==> src/rtl/irqvec_pkg.sv <==
package irqvec_pkg;
  localparam int unsigned SRC_N  = 16;
  localparam int unsigned LINE_N = 8;
  localparam int unsigned VEC_W  = 16;
  localparam int unsigned SEL_W  = $clog2(SRC_N);
  localparam int unsigned LINE_W = $clog2(LINE_N);

  localparam logic [VEC_W-1:0] VEC_FIQ  = 16'hFFF6;
  localparam logic [VEC_W-1:0] VEC_BASE = 16'hFFF8;
  localparam logic [VEC_W-1:0] VEC_NONE = 16'h0000;

  typedef enum logic [1:0] {
    RA_ENABLE = 2'd0,
    RA_STATUS = 2'd1,
    RA_CLEAR  = 2'd2,
    RA_FIQSEL = 2'd3
  } reg_addr_e;

  // Request line that each source bit feeds
  function automatic int unsigned line_of(int unsigned src);
    case (src)
      15:           return 0;
      14:           return 1;
      12, 11:       return 2;
      13, 10, 5:    return 3;
      7:            return 4;
      9, 8:         return 5;
      6:            return 6;
      default:      return 7;
    endcase
  endfunction

  // Mask of the sources that feed one line
  function automatic logic [SRC_N-1:0] members_of(int unsigned line);
    logic [SRC_N-1:0] m;
    m = '0;
    for (int unsigned s = 0; s < SRC_N; s++)
      if (line_of(s) == line) m[s] = 1'b1;
    return m;
  endfunction
endpackage

==> src/rtl/irqvec_regs.sv <==
module irqvec_regs
  import irqvec_pkg::*;
#(
  parameter int unsigned N_SRC = SRC_N,
  parameter int unsigned S_W   = SEL_W
) (
  input  logic             clk,
  input  logic             rst_n,
  input  logic [N_SRC-1:0] src_pulse,
  input  logic             reg_we,
  input  logic [1:0]       reg_addr,
  input  logic [N_SRC-1:0] reg_wdata,
  output logic [N_SRC-1:0] reg_rdata,
  output logic [N_SRC-1:0] status_q,
  output logic [N_SRC-1:0] enable_q,
  output logic             fsel_valid_q,
  output logic [S_W-1:0]   fsel_idx_q
);
  logic [N_SRC-1:0] status_d, enable_d, clr_mask;
  logic             fsel_valid_d;
  logic [S_W-1:0]   fsel_idx_d;
  logic             wr_en, wr_clr, wr_fsel;
  logic             armed_q;

  // next state
  always_comb begin
    wr_en    = reg_we && (reg_addr == RA_ENABLE);
    wr_clr   = reg_we && (reg_addr == RA_CLEAR);
    wr_fsel  = reg_we && (reg_addr == RA_FIQSEL);
    clr_mask = wr_clr ? reg_wdata : '0;
    status_d = (status_q & ~clr_mask) | src_pulse;
    enable_d = wr_en ? reg_wdata : enable_q;
    fsel_valid_d = wr_fsel ? reg_wdata[S_W] : fsel_valid_q;
    fsel_idx_d   = wr_fsel ? reg_wdata[S_W-1:0] : fsel_idx_q;
  end

  // registers
  always_ff @(posedge clk or negedge rst_n) begin
    if (!rst_n) begin
      status_q     <= '0;
      enable_q     <= '0;
      fsel_valid_q <= 1'b0;
      fsel_idx_q   <= '0;
      armed_q      <= 1'b0;
    end else begin
      status_q     <= status_d;
      armed_q      <= 1'b1;
      if (wr_en)   enable_q <= enable_d;
      if (wr_fsel) begin
        fsel_valid_q <= fsel_valid_d;
        fsel_idx_q   <= fsel_idx_d;
      end
    end
  end

  always_comb begin
    case (reg_addr)
      RA_ENABLE: reg_rdata = enable_q;
      RA_STATUS: reg_rdata = status_q;
      RA_FIQSEL: reg_rdata = {{(N_SRC-S_W-1){1'b0}}, fsel_valid_q, fsel_idx_q};
      default:   reg_rdata = '0;
    endcase
  end

  // every pulse leaves its pending bit set
  p_pulse_sets_r2: assert property (@(posedge clk) disable iff (!rst_n)
    armed_q |-> ((status_q & $past(src_pulse)) == $past(src_pulse)));

  // cleared bits without a coincident pulse are gone
  p_clear_drops_r3: assert property (@(posedge clk) disable iff (!rst_n)
    (armed_q && $past(reg_we) && $past(reg_addr) == RA_CLEAR)
      |-> ((status_q & $past(reg_wdata) & ~$past(src_pulse)) == '0));

  // status changes only by pulses or clears
  p_status_ro_r4: assert property (@(posedge clk) disable iff (!rst_n)
    (armed_q && $past(src_pulse) == '0 &&
     !($past(reg_we) && $past(reg_addr) == RA_CLEAR)) |-> $stable(status_q));
endmodule

==> src/rtl/irqvec_route.sv <==
module irqvec_route
  import irqvec_pkg::*;
#(
  parameter int unsigned N_SRC  = SRC_N,
  parameter int unsigned N_LINE = LINE_N,
  parameter int unsigned S_W    = SEL_W
) (
  input  logic              clk,
  input  logic              rst_n,
  input  logic [N_SRC-1:0]  status_q,
  input  logic [N_SRC-1:0]  enable_q,
  input  logic              fsel_valid,
  input  logic [S_W-1:0]    fsel_idx,
  output logic [N_LINE-1:0] line_act,
  output logic              fiq_act
);
  logic [N_SRC-1:0] active, fiq_mask, irq_src;

  always_comb begin
    active   = status_q & enable_q;
    fiq_mask = fsel_valid ? (N_SRC'(1) << fsel_idx) : '0;
    fiq_act  = |(active & fiq_mask);
    irq_src  = active & ~fiq_mask;
  end

  for (genvar l = 0; l < N_LINE; l++) begin : g_line
    localparam logic [N_SRC-1:0] MEMBERS = members_of(l);
    assign line_act[l] = |(irq_src & MEMBERS);
  end

  // fast request only while routing is armed
  p_fiq_needs_sel_r8: assert property (@(posedge clk) disable iff (!rst_n)
    fiq_act |-> fsel_valid);

  // no request without an enabled pending source
  p_masked_quiet_r6: assert property (@(posedge clk) disable iff (!rst_n)
    ((status_q & enable_q) == '0) |-> (line_act == '0 && !fiq_act));
endmodule

==> src/rtl/irqvec_prio.sv <==
module irqvec_prio
  import irqvec_pkg::*;
#(
  parameter int unsigned N_LINE = LINE_N,
  parameter int unsigned V_W    = VEC_W
) (
  input  logic              clk,
  input  logic              rst_n,
  input  logic [N_LINE-1:0] line_act,
  input  logic              fiq_act,
  output logic              irq_req,
  output logic              fiq_req,
  output logic [V_W-1:0]    vec_addr
);
  localparam int unsigned L_W = $clog2(N_LINE);
  logic [L_W-1:0] win;

  always_comb begin
    win = '0;
    for (int l = N_LINE - 1; l >= 0; l--)
      if (line_act[l]) win = L_W'(l);
    irq_req = |line_act;
    fiq_req = fiq_act;
    if (fiq_act)       vec_addr = VEC_FIQ;
    else if (irq_req)  vec_addr = VEC_BASE + V_W'(win);
    else               vec_addr = VEC_NONE;
  end

  // fast request owns the vector
  p_fiq_vector_r8: assert property (@(posedge clk) disable iff (!rst_n)
    fiq_req |-> vec_addr == VEC_FIQ);

  // chosen line is active and no lower line is
  p_lowest_wins_r7: assert property (@(posedge clk) disable iff (!rst_n)
    (irq_req && !fiq_req) |->
      (line_act[vec_addr[L_W-1:0]] &&
       (line_act & ((N_LINE'(1) << vec_addr[L_W-1:0]) - N_LINE'(1))) == '0));

  // idle vector
  p_idle_vec_r9: assert property (@(posedge clk) disable iff (!rst_n)
    (!irq_req && !fiq_req) |-> vec_addr == VEC_NONE);
endmodule

==> src/rtl/irq_vector_ctrl.sv <==
module irq_vector_ctrl
  import irqvec_pkg::*;
(
  input  logic        clk,
  input  logic        rst_n,
  input  logic [15:0] src_pulse,
  input  logic        reg_we,
  input  logic [1:0]  reg_addr,
  input  logic [15:0] reg_wdata,
  output logic [15:0] reg_rdata,
  output logic        irq_req,
  output logic        fiq_req,
  output logic [15:0] vec_addr
);
  logic [1:0]        rst_sync_q;
  logic              rst_s_n;
  logic [SRC_N-1:0]  status_q, enable_q;
  logic              fsel_valid;
  logic [SEL_W-1:0]  fsel_idx;
  logic [LINE_N-1:0] line_act;
  logic              fiq_act;

  // asynchronous assert, synchronous release
  always_ff @(posedge clk or negedge rst_n) begin
    if (!rst_n) rst_sync_q <= 2'b00;
    else        rst_sync_q <= {rst_sync_q[0], 1'b1};
  end
  assign rst_s_n = rst_sync_q[1];

  irqvec_regs #(.N_SRC(SRC_N), .S_W(SEL_W)) u_regs (
    .clk(clk), .rst_n(rst_s_n), .src_pulse(src_pulse), .reg_we(reg_we),
    .reg_addr(reg_addr), .reg_wdata(reg_wdata), .reg_rdata(reg_rdata),
    .status_q(status_q), .enable_q(enable_q),
    .fsel_valid_q(fsel_valid), .fsel_idx_q(fsel_idx)
  );

  irqvec_route #(.N_SRC(SRC_N), .N_LINE(LINE_N), .S_W(SEL_W)) u_route (
    .clk(clk), .rst_n(rst_s_n), .status_q(status_q), .enable_q(enable_q),
    .fsel_valid(fsel_valid), .fsel_idx(fsel_idx),
    .line_act(line_act), .fiq_act(fiq_act)
  );

  irqvec_prio #(.N_LINE(LINE_N), .V_W(VEC_W)) u_prio (
    .clk(clk), .rst_n(rst_s_n), .line_act(line_act), .fiq_act(fiq_act),
    .irq_req(irq_req), .fiq_req(fiq_req), .vec_addr(vec_addr)
  );

  // nothing requested while held in reset
  p_reset_quiet_r1: assert property (@(posedge clk)
    !rst_s_n |-> (!irq_req && !fiq_req && vec_addr == 16'h0000));
endmodule

==> config.mk <==
export PLATFORM = sky130hd
export DESIGN_NAME = irq_vector_ctrl
export DESIGN_NICKNAME = d
export VERILOG_FILES = /design/src/rtl/irqvec_pkg.sv /design/src/rtl/irqvec_regs.sv /design/src/rtl/irqvec_route.sv /design/src/rtl/irqvec_prio.sv /design/src/rtl/irq_vector_ctrl.sv
export SDC_FILE = /design/constraint.sdc
export NUM_CORES = 1
export LEC_CHECK = 0
export BUFFER_PORTS_ARGS = -buffer_cell sky130_fd_sc_hd__buf_2
export CAP_MARGIN = 10
export CORE_MARGIN = 4
export CORE_UTILIZATION = 56
export DETAILED_ROUTE_END_ITERATION = 7
export PLACE_DENSITY = 0.83
export SLEW_MARGIN = 20
export SYNTH_ARGS = -nofsm -noshare
export SYNTH_HDL_FRONTEND = slang
export SYNTH_SLANG_ARGS = --single-unit
==> constraint.sdc <==
create_clock -name clk -period 4.8 [get_ports clk]
set_clock_uncertainty 0.2 [all_clocks]
set_input_delay 0.48 -clock clk [delete_from_list [all_inputs] [get_ports clk]]
set_output_delay 0.48 -clock clk [all_outputs]
set_load 0.1 [all_outputs]
==> results of run 1 <==
-- worst max-delay path, cell delays in order (launching register included) --
cell	delay (ps)
dfrtp_1	560
nor2_1	190
a32o_1	300
a222oi_1	280
and4_4	310
inv_2	60
a2111oi_4	260
buf_2	480
-- cells in the final DEF (no fill, tap or decap), types with 2 or more instances in the layout --
cell type	count
buf_2	70
nand2_1	43
dfrtp_1	39
mux2_2	21
a21o_1	18
mux2i_1	16
nor2_1	15
a21oi_1	12
o21ai_0	9
nand3_1	5
clkbuf_8	5
and2_1	4
nor2b_1	4
and3b_2	2
a31oi_1	2
a311oi_2	2
nand3b_1	2
inv_1	2
nand4_1	2
nor3b_1	2
buf_4	2
-- cells by family after synthesis --
group,synth area share (%)
compound gates,16.8
buf+inv,7.26
flops,40.8
mux,16.6
other cells,0.157
simple gates,18.4
-- through the flow --
step / cells / hold WS [ps] / total power, uW / worst slack [ps]
3_5_place_dp: 344 / 65.9 / 942 / 1770
6_report: 352 / 79.5 / 1200 / 1400
3_3_place_gp: 344 / 65.2 / 934 / 1780
5_1_grt: 352 / 140 / 1260 / 1190
4_1_cts: 352 / 99.9 / 1200 / 1430
2_1_floorplan: 247 / -15.6 / 859 / 632
-- how the worst max path moves through the flow --
stage / end / slack (ps) / start
finish: vec_addr[0] / 1400 / u_regs.fsel_idx_q[2]$_DFFE_PN0P_
global placement: vec_addr[0] / 1780 / u_regs.fsel_idx_q[3]$_DFFE_PN0P_
detailed placement: vec_addr[15] / 1770 / u_regs.fsel_idx_q[0]$_DFFE_PN0P_
floorplan: vec_addr[2] / 630 / u_regs.fsel_idx_q[3]$_DFFE_PN0P_
CTS: vec_addr[0] / 1430 / u_regs.fsel_idx_q[2]$_DFFE_PN0P_
global route: vec_addr[0] / 1190 / u_regs.fsel_idx_q[2]$_DFFE_PN0P_
-- repair_timing --
action / CTS / global route
gates resized for setup: 0 / 0
hold buffers: 1 / 0
hold endpoints to repair: 2 / 0
setup buffers: 0 / 0
-- power breakdown --
group	switching, uW	total [uW]	leakage (uW)	internal, uW
clock network	107	259	0.0000513	152
registers	53.0	421	0.000418	368
logic	379	517	0.000766	138
total	539	1200	0.00124	658
-- state kept, by name, summed over array words and instances (netlist names) --
register and cells:
u_regs.fsel_idx_q 4, rst_sync_q 2, u_regs.fsel_valid_q 1, u_regs.enable_q 16, u_regs.status_q 16
-- cell type report --
cell class	count	share of cell area, %
clock inverter	1	1.08
sequential	39	35.2
clock buffer	6	2.62
tap	50	2.26
inverter	3	0.406
multi-input combinational	180	44.9
timing repair buffer	73	13.5
-- routing by layer --
metal  vias up  global-route usage (%)
met5         -                       0
met1       955                    30.3
met3         8                    4.79
met2        89                    33.7
met4         0                    7.85
li1        973                       -
==> impl_metrics.toml, run 1 <==
[place]
io_buffers = 70
dpl_cell_area_mm2 = 0.00266
dp_hpwl_mm = 4.20
gp_congestion = 0.935

[routing]
drt_iter0_markers = 183
dr_total_vias = 2025
wl_met3_um = 467
first_pass_iters = 4
drc_errors = 0
wl_per_cell_um = 15.7
routed_via_density = 5.75
m1WireLength_mm = 2.45
highest_layer = "met4"
drtAntennaViolNets = 0
dr_wl_met2_mm = 2.54
wl_mm = 5.53

[setup_path]
crit_path_end_kind = "output pin"
required_ps = 4120
crit_arrival_ps = 2720
cp-start-kind = "register"
rrSetupSlack_ps = 3610
rr_startpoint = "u_regs.fsel_idx_q[0]$_DFFE_PN0P_"
r2r-end = "u_regs.fsel_idx_q[0]$_DFFE_PN0P_"
r2r_cells = 1
cp_max_fo = 14
path_class = "reg -> out"

[global_routing]
grt-ovfl-total = 0
grt_max_degree = 38
grt_pass1_wl_mm = 9.00
antenna_found_initial = 0
grt_usage_pct = 21.8
grt_pass1_vias = 1902

[power]
peakVddDrop_v = 0.000299
powerDensity_mw_per_mm2 = 432
total_leakage_power_uw = 0.00124

[logic_synthesis]
synth_top_area_share_pct = 40.8
synth_top_area_cell = "dfrtp_1"
async_flop_share_pct = 100
synthFlopType = "dfrtp_1"
yosys.cell_count.top_type = "nand2_1"
yosysWarnings = 0
syn-num-nets = 284
avgSynthCellArea_um2 = 9.70
synth.area.top_cells = "dfrtp_1 (41%), mux2_2 (9.9%), nand2_1 (6.7%), mux2i_1 (6.7%), a21o_1 (5.6%)"
synth_edf_count = 0
ys_seq_elements = 39
synthesis.area_mm2 = 0.00239
yosysUniqueCellTypes = 45
syn_inst = 247
yosysSeqAreaShare_pct = 40.8
synth_commonest_cells = "nand2_1 (43), dfrtp_1 (39), mux2_2 (21), a21o_1 (18), mux2i_1 (16)"

[clock_tree]
cts_tree = "built"
root_buffer = "clkbuf_8"
h-tree-depth = 2
cts_inserted_buffers = 5
insertion_delay_ps = 280
clock_path_buffers = 2
cts.sinks = 39
path_clk_slew_ps = 70

[floorplanning]
rows = 23
initial_core_util_pct = 59.0
ioPinCount = 71
die_h_um = 73.4
core_mm2 = 0.00406
die_x_um = 73.4
dieArea_mm2 = 0.00539

[timing]
fmax_mhz = 294
setup_viol_count_final = 0
fin_crit_ps = 3400
hold_viol = 0
tightest_slew_ps = 730
max-slew-margin-rel_pct = 51.3
slew_violations = 0
tns_ps = 0
fin_crit_sh_pct = 70.9
rsz0062_at_grt = "false"

[final_layout]
seq_area_um2 = 976
fin_nets = 339
final_util_pct = 68.3
multi_input_area_mm2 = 0.00124
area.growth.synth_to_final_pct = 15.8
drive_gt1_share_pct = 36.4
antennaDiodeCount = 0
fillers = 332
design_area_mm2 = 0.00277

[run_status]
status = "finished, final reports clean"

[worst_hold_path]
hold_path_class = "reg -> async"

[job]
cap_violations = 0
Note: power is estimated with default switching activity, not from simulation.
==> run 2: changes to the inputs <==
--- a/config.mk
+++ b/config.mk
@@ -8,9 +8,9 @@
 export BUFFER_PORTS_ARGS = -buffer_cell sky130_fd_sc_hd__buf_2
 export CAP_MARGIN = 10
 export CORE_MARGIN = 4
-export CORE_UTILIZATION = 56
+export CORE_UTILIZATION = 52
 export DETAILED_ROUTE_END_ITERATION = 7
-export PLACE_DENSITY = 0.83
+export PLACE_DENSITY = 0.77
 export SLEW_MARGIN = 20
 export SYNTH_ARGS = -nofsm -noshare
 export SYNTH_HDL_FRONTEND = slang
==> constraint.sdc (replaced) <==
create_clock -name clk -period 3.2 [get_ports clk]
set_clock_uncertainty 0.2 [all_clocks]
set_input_delay 0.32 -clock clk [delete_from_list [all_inputs] [get_ports clk]]
set_output_delay 0.32 -clock clk [all_outputs]
set_load 0.1 [all_outputs]
==> run 2 against run 1 <==
Net effect: routed wire length increased by 3.3%; setup slack worse by 1300 ps; worst hold slack lost 73 ps; via count shrank 0.74%; clock-buffer cell count increased by 1; largest cell class unchanged.
==> impl_metrics.toml, run 2 (synthesized netlist as in run 1, its figures left out) <==
[run_status]
status = "finished, final reports clean"

[final_layout]
area.growth.synth_to_final_pct = 20.2
final_util_pct = 65.2
antennaDiodeCount = 0
final_common_cell = "buf_2"
reg_top3 = "u_regs.enable_q x16, u_regs.status_q x16, u_regs.fsel_idx_q x4"
drive_gt1_share_pct = 39.2
layout_common_cells = "buf_2 (57), nand2_1 (42), dfrtp_1 (36), mux2_2 (21), a21o_1 (18)"
design_area_mm2 = 0.00288
fillers = 398
fin_nets = 345

[clock_tree]
insertion_delay_ps = 290
clock_path_buffers = 2
cts_setup_buffers = 0
cts_inserted_buffers = 5
cts.sinks = 39
h-tree-depth = 2
cts_tree = "built"
root_buffer = "clkbuf_8"
path_clk_slew_ps = 70

[routing]
first_pass_iters = 4
wl_per_cell_um = 15.8
dr_total_vias = 2010
wl_mm = 5.71
drc_errors = 0
drt_iter0_markers = 102
drtAntennaViolNets = 0
routed_via_density = 5.57

[setup_path]
crit_slowest_cell = "dfrtp_2"
rr_startpoint = "u_regs.fsel_idx_q[1]$_DFFE_PN0P_"
crit_path_end_kind = "output pin"
crit_arrival_ps = 2540
cp_max_fo = 11
cp-startpoint = "u_regs.fsel_idx_q[3]$_DFFE_PN0P_"
r2r-end = "u_regs.fsel_idx_q[1]$_DFFE_PN0P_"
endpoint = "vec_addr[0]"
path_class = "reg -> out"
cp-start-kind = "register"
r2r_cells = 1
rrSetupSlack_ps = 2080
critPathMaxStageDelay_ps = 490
cp_cell_sequence = "nor2b_2, a21o_1, a32oi_1, and4b_1, nor2b_4, a2111oi_4, buf_4"
required_ps = 2680

[timing]
setup_viol_count_final = 0
hold_viol = 0
tns_ps = 0
tightest_slew_ps = 718
max-slew-margin-rel_pct = 52.1
slew_violations = 0
fin_crit_ps = 3060
fin_crit_sh_pct = 95.5
fmax_mhz = 327

[global_routing]
grt_pass1_wl_mm = 9.34
grt_usage_pct = 21.6
grtUsageMet1_pct = 29.8
grt_pass1_vias = 1972
grtUsageMet2_pct = 34.6
antenna_found_initial = 0
gr-max-usage-layer = "met2"
grt-ovfl-total = 0
use_met3_pct = 4.22
grt_max_degree = 38

[place]
gp_congestion = 0.943
dp_hpwl_mm = 4.27
io_buffers = 70
dpl_cell_area_mm2 = 0.00268

[power]
peakVddDrop_v = 0.000399
powerDensity_mw_per_mm2 = 623
total_leakage_power_uw = 0.00128

[floorplanning]
initial_core_util_pct = 54.3
die_h_um = 75.9
core_mm2 = 0.00441
rows = 24
die_x_um = 75.9
ioPinCount = 71
dieArea_mm2 = 0.00575

[worst_hold_path]
hold_path_class = "in -> reg"

[job]
cap_violations = 0
## run 2: cell count changes in the layout (fill, tap and decap cells not counted), moves of 3 or more
cell           before  now
buf_2              70   57
buf_4               2   17
dfrtp_1            39   36
dfrtp_2             0    3
dlygate4sd3_1       1    5
o21ai_0             9    2
o21ai_1             1    8
## run 2: layer usage
| metal | wire length, um | vias to the layer above |
|---|---|---|
| met5 | 0 | - |
| met4 | 51 | 0 |
| met3 | 328 | 6 |
| met2 | 2780 | 61 |
| met1 | 2550 | 957 |
| li1 | - | 986 |
## run 2: cell type report
type	count	area, um2	area share (%)
flip-flops and latches	39	980	34.0
clock inverters	1	7.51	0.261
clock buffers	7	96.3	3.35
multi-input cells	180	1250	43.6
well taps	52	65.1	2.26
inverters	3	11.3	0.391
repair buffers	79	463	16.1
## run 2: per-stage QoR
stage	cells	worst slack, ps	power (uW)	hold WS (ps)
after floorplan	247	-129	1290	-176
after global placement	348	230	1420	-95.4
after detailed placement	348	240	1420	-94.0
after CTS	361	-25.2	1800	0.755
after global routing	361	-0.781	1890	3.14
final	361	145	1790	6.62
## run 2: worst min path at each step
stage | startpoint | to | cells after the start | slack [ps]
2_1_floorplan | rst_n | rst_sync_q[0]$_DFF_PN0_ | 0 | -180
3_3_place_gp | rst_n | rst_sync_q[1]$_DFF_PN0_ | 1 | -100
3_5_place_dp | rst_n | rst_sync_q[1]$_DFF_PN0_ | 1 | -90
4_1_cts | src_pulse[9] | u_regs.status_q[9]$_DFF_PN0_ | 2 | 0.8
5_1_grt | src_pulse[4] | u_regs.status_q[4]$_DFF_PN0_ | 2 | 3
6_report | src_pulse[1] | u_regs.status_q[1]$_DFF_PN0_ | 2 | 7
## run 2: critical path: cells and delay by family (launching register included)
kind	cells	cell delay [ps]
buffers and inverters	1	340
AO/OA/AOI/OAI	3	780
AND/OR/NAND/NOR	3	620
flip-flops	1	490
## run 2: power by group
| part | total (uW) | switching (uW) | leakage (uW) | internal [uW] |
|---|---|---|---|---|
| combinational | 796 | 574 | 0.000819 | 222 |
| sequential | 632 | 78.8 | 0.000415 | 553 |
| clock | 367 | 171 | 0.0000505 | 196 |
## run 2: repair_timing
item,4_1_cts,5_1_grt
hold buffers,5,0
resized for setup,2,29
endpoints found under the setup margin,13,15
gates cloned,0,0
hold endpoints to repair,6,0
==> run 3: changes to the inputs <==
--- a/config.mk
+++ b/config.mk
@@ -5,7 +5,7 @@
 export SDC_FILE = /design/constraint.sdc
 export NUM_CORES = 1
 export LEC_CHECK = 0
-export BUFFER_PORTS_ARGS = -buffer_cell sky130_fd_sc_hd__buf_2
+export BUFFER_PORTS_ARGS = -buffer_cell sky130_fd_sc_hd__buf_4
 export CAP_MARGIN = 10
 export CORE_MARGIN = 4
 export CORE_UTILIZATION = 52
==> run 3 against run 2 <==
Net effect: routed wire length increased by 2.8%; maximum frequency rose by 1.3%; combinational power rose by 6.3%; largest cell class unchanged; critical path type unchanged; flip-flop and latch count did not move; core utilization increased by 4.8 points; die area unchanged; sequential power about the same.
==> impl_metrics.toml, run 3 (synthesized netlist as in run 1, its figures left out) <==
[run_status]
status = "finished, final reports clean"

[job]
cap_violations = 0

[clock_tree]
path_clk_slew_ps = 90
clock_path_buffers = 2
insertion_delay_ps = 290
cts_setup_buffers = 0
cts_tree = "built"
h-tree-depth = 2
cts.sinks = 39
root_buffer = "clkbuf_8"
cts_inserted_buffers = 5

[routing]
dr_wl_met2_mm = 2.87
first_pass_iters = 4
dr_total_vias = 2056
wl_per_cell_um = 16.0
m1WireLength_mm = 2.53
drc_errors = 0
drt_iter0_markers = 212
wl_met3_um = 382
highest_layer = "met4"
wl_mm = 5.87
routed_via_density = 5.62
drtAntennaViolNets = 0

[setup_path]
cp_cell_sequence = "nor3b_4, nand2_1, a311oi_2, and4b_1, nor2b_4, nand2_2, buf_4"
cp-startpoint = "u_regs.fsel_idx_q[0]$_DFFE_PN0P_"
path_class = "reg -> out"
cp-start-kind = "register"
cp_max_fo = 13
crit_arrival_ps = 2500
required_ps = 2680
r2r_cells = 1
crit_path_end_kind = "output pin"
critPathMaxStageDelay_ps = 500
rr_startpoint = "u_regs.fsel_idx_q[3]$_DFFE_PN0P_"
crit_slowest_cell = "dfrtp_2"

[worst_hold_path]
hold_path.startpoint = "src_pulse[13]"
hold_path_class = "in -> reg"
hold_depth = 2

[power]
clkPwrFrac_pct = 20.1
total_leakage_power_uw = 0.00135
powerDensity_mw_per_mm2 = 599
peakVddDrop_v = 0.000397
switching_power_uw = 835
pwr-share-seq_pct = 34.1
intPower_uw = 1010
swShare_pct = 45.2
p_comb_share_pct = 45.7

[final_layout]
final_util_pct = 70.0
final_common_cell = "buf_4"
reg_top3 = "u_regs.enable_q x16, u_regs.status_q x16, u_regs.fsel_idx_q x4"
design_area_mm2 = 0.00309
antennaDiodeCount = 0
layout_common_cells = "buf_4 (71), nand2_1 (42), dfrtp_1 (36), mux2_2 (21), a21o_1 (18)"
area.growth.synth_to_final_pct = 29.0
fin_nets = 350
drive_gt1_share_pct = 38.5

[place]
dpl_cell_area_mm2 = 0.00284
gp_congestion = 0.888
dp_slack_ps = 295
io_buffers = 70
dp_hpwl_mm = 4.39

[timing]
fin_crit_ps = 3020
slew_violations = 0
fin_crit_sh_pct = 94.3
tightest_slew_ps = 697
max-slew-margin-rel_pct = 53.5
setup_viol_count_final = 0
tns_ps = 0
hold_viol = 0
whs_ps = 1.96
worst_slack_ps = 183
fmax_mhz = 331

[floorplanning]
ioPinCount = 71
die_x_um = 75.9
rows = 24
dieArea_mm2 = 0.00575
core_mm2 = 0.00441
die_h_um = 75.9
initial_core_util_pct = 54.3

[global_routing]
grt_pass1_wl_mm = 9.25
grt_max_degree = 38
grt_pass1_vias = 1905
grt-ovfl-total = 0
grt_usage_pct = 21.6
antenna_found_initial = 0
run 3: cell count changes in the layout (fill, tap and decap cells not counted), sizes merged:
cell,previous run,this run
buf,74,72
dlygate4sd3,5,12
run 3: area by class of cell:
| cell class | instances | area [um2] |
|---|---|---|
| flip-flops and latches | 39 | 980 |
| repair buffers | 84 | 664 |
| clock inverters | 1 | 7.51 |
| multi-input cells | 180 | 1260 |
| inverters | 3 | 11.3 |
| fillers | 367 | 1330 |
| well taps | 52 | 65.1 |
| clock buffers | 7 | 96.3 |
run 3: critical path, delay by kind of cell, from the launching register on:
kind                   cells  cell delay, ps
and+or+nand+nor            5            1080
DFF                        1             500
AOI/OAI and AO/OA          1             340
buffers and inverters      1             270
run 3: power by group through the flow:
stage	Sequential, uW	Clock (uW)	Combinational [uW]
6_report	631	372	846
3_5_place_dp	637	0	823
5_1_grt	644	399	894
2_1_floorplan	607	0	685
3_3_place_gp	636	0	820
4_1_cts	628	377	836
run 3: final timing paths:
path	slack, ps	end
max reg2reg	2080	u_regs.fsel_idx_q[3]$_DFFE_PN0P_
min reg2reg	80	u_regs.enable_q[8]$_DFFE_PN0P_
max in group asynchronous	2360	u_regs.fsel_idx_q[1]$_DFFE_PN0P_
min	2	u_regs.status_q[13]$_DFF_PN0_
min in group asynchronous	80	u_regs.enable_q[8]$_DFFE_PN0P_
max	180	vec_addr[4]
run 3: routing by layer:
| metal | up-vias | global-route usage, % |
|---|---|---|
| met5 | - | 0 |
| met4 | 0 | 7.38 |
| met1 | 977 | 28.2 |
| met3 | 10 | 4.22 |
| met2 | 79 | 35.6 |
| li1 | 990 | - |
run 3: timing repair:
item | 4_1_cts | 5_1_grt
resized for setup | 2 | 7
hold buffers | 11 | 1
pin swaps | 0 | 0
endpoints found under the hold margin | 12 | 1
setup endpoints to repair | 12 | 13
run 3: metrics by stage:
stage,instances,power [uW]
floorplan,247,1290
global placement,346,1460
detailed placement,346,1460
CTS,365,1840
global route,366,1940
finish,366,1850
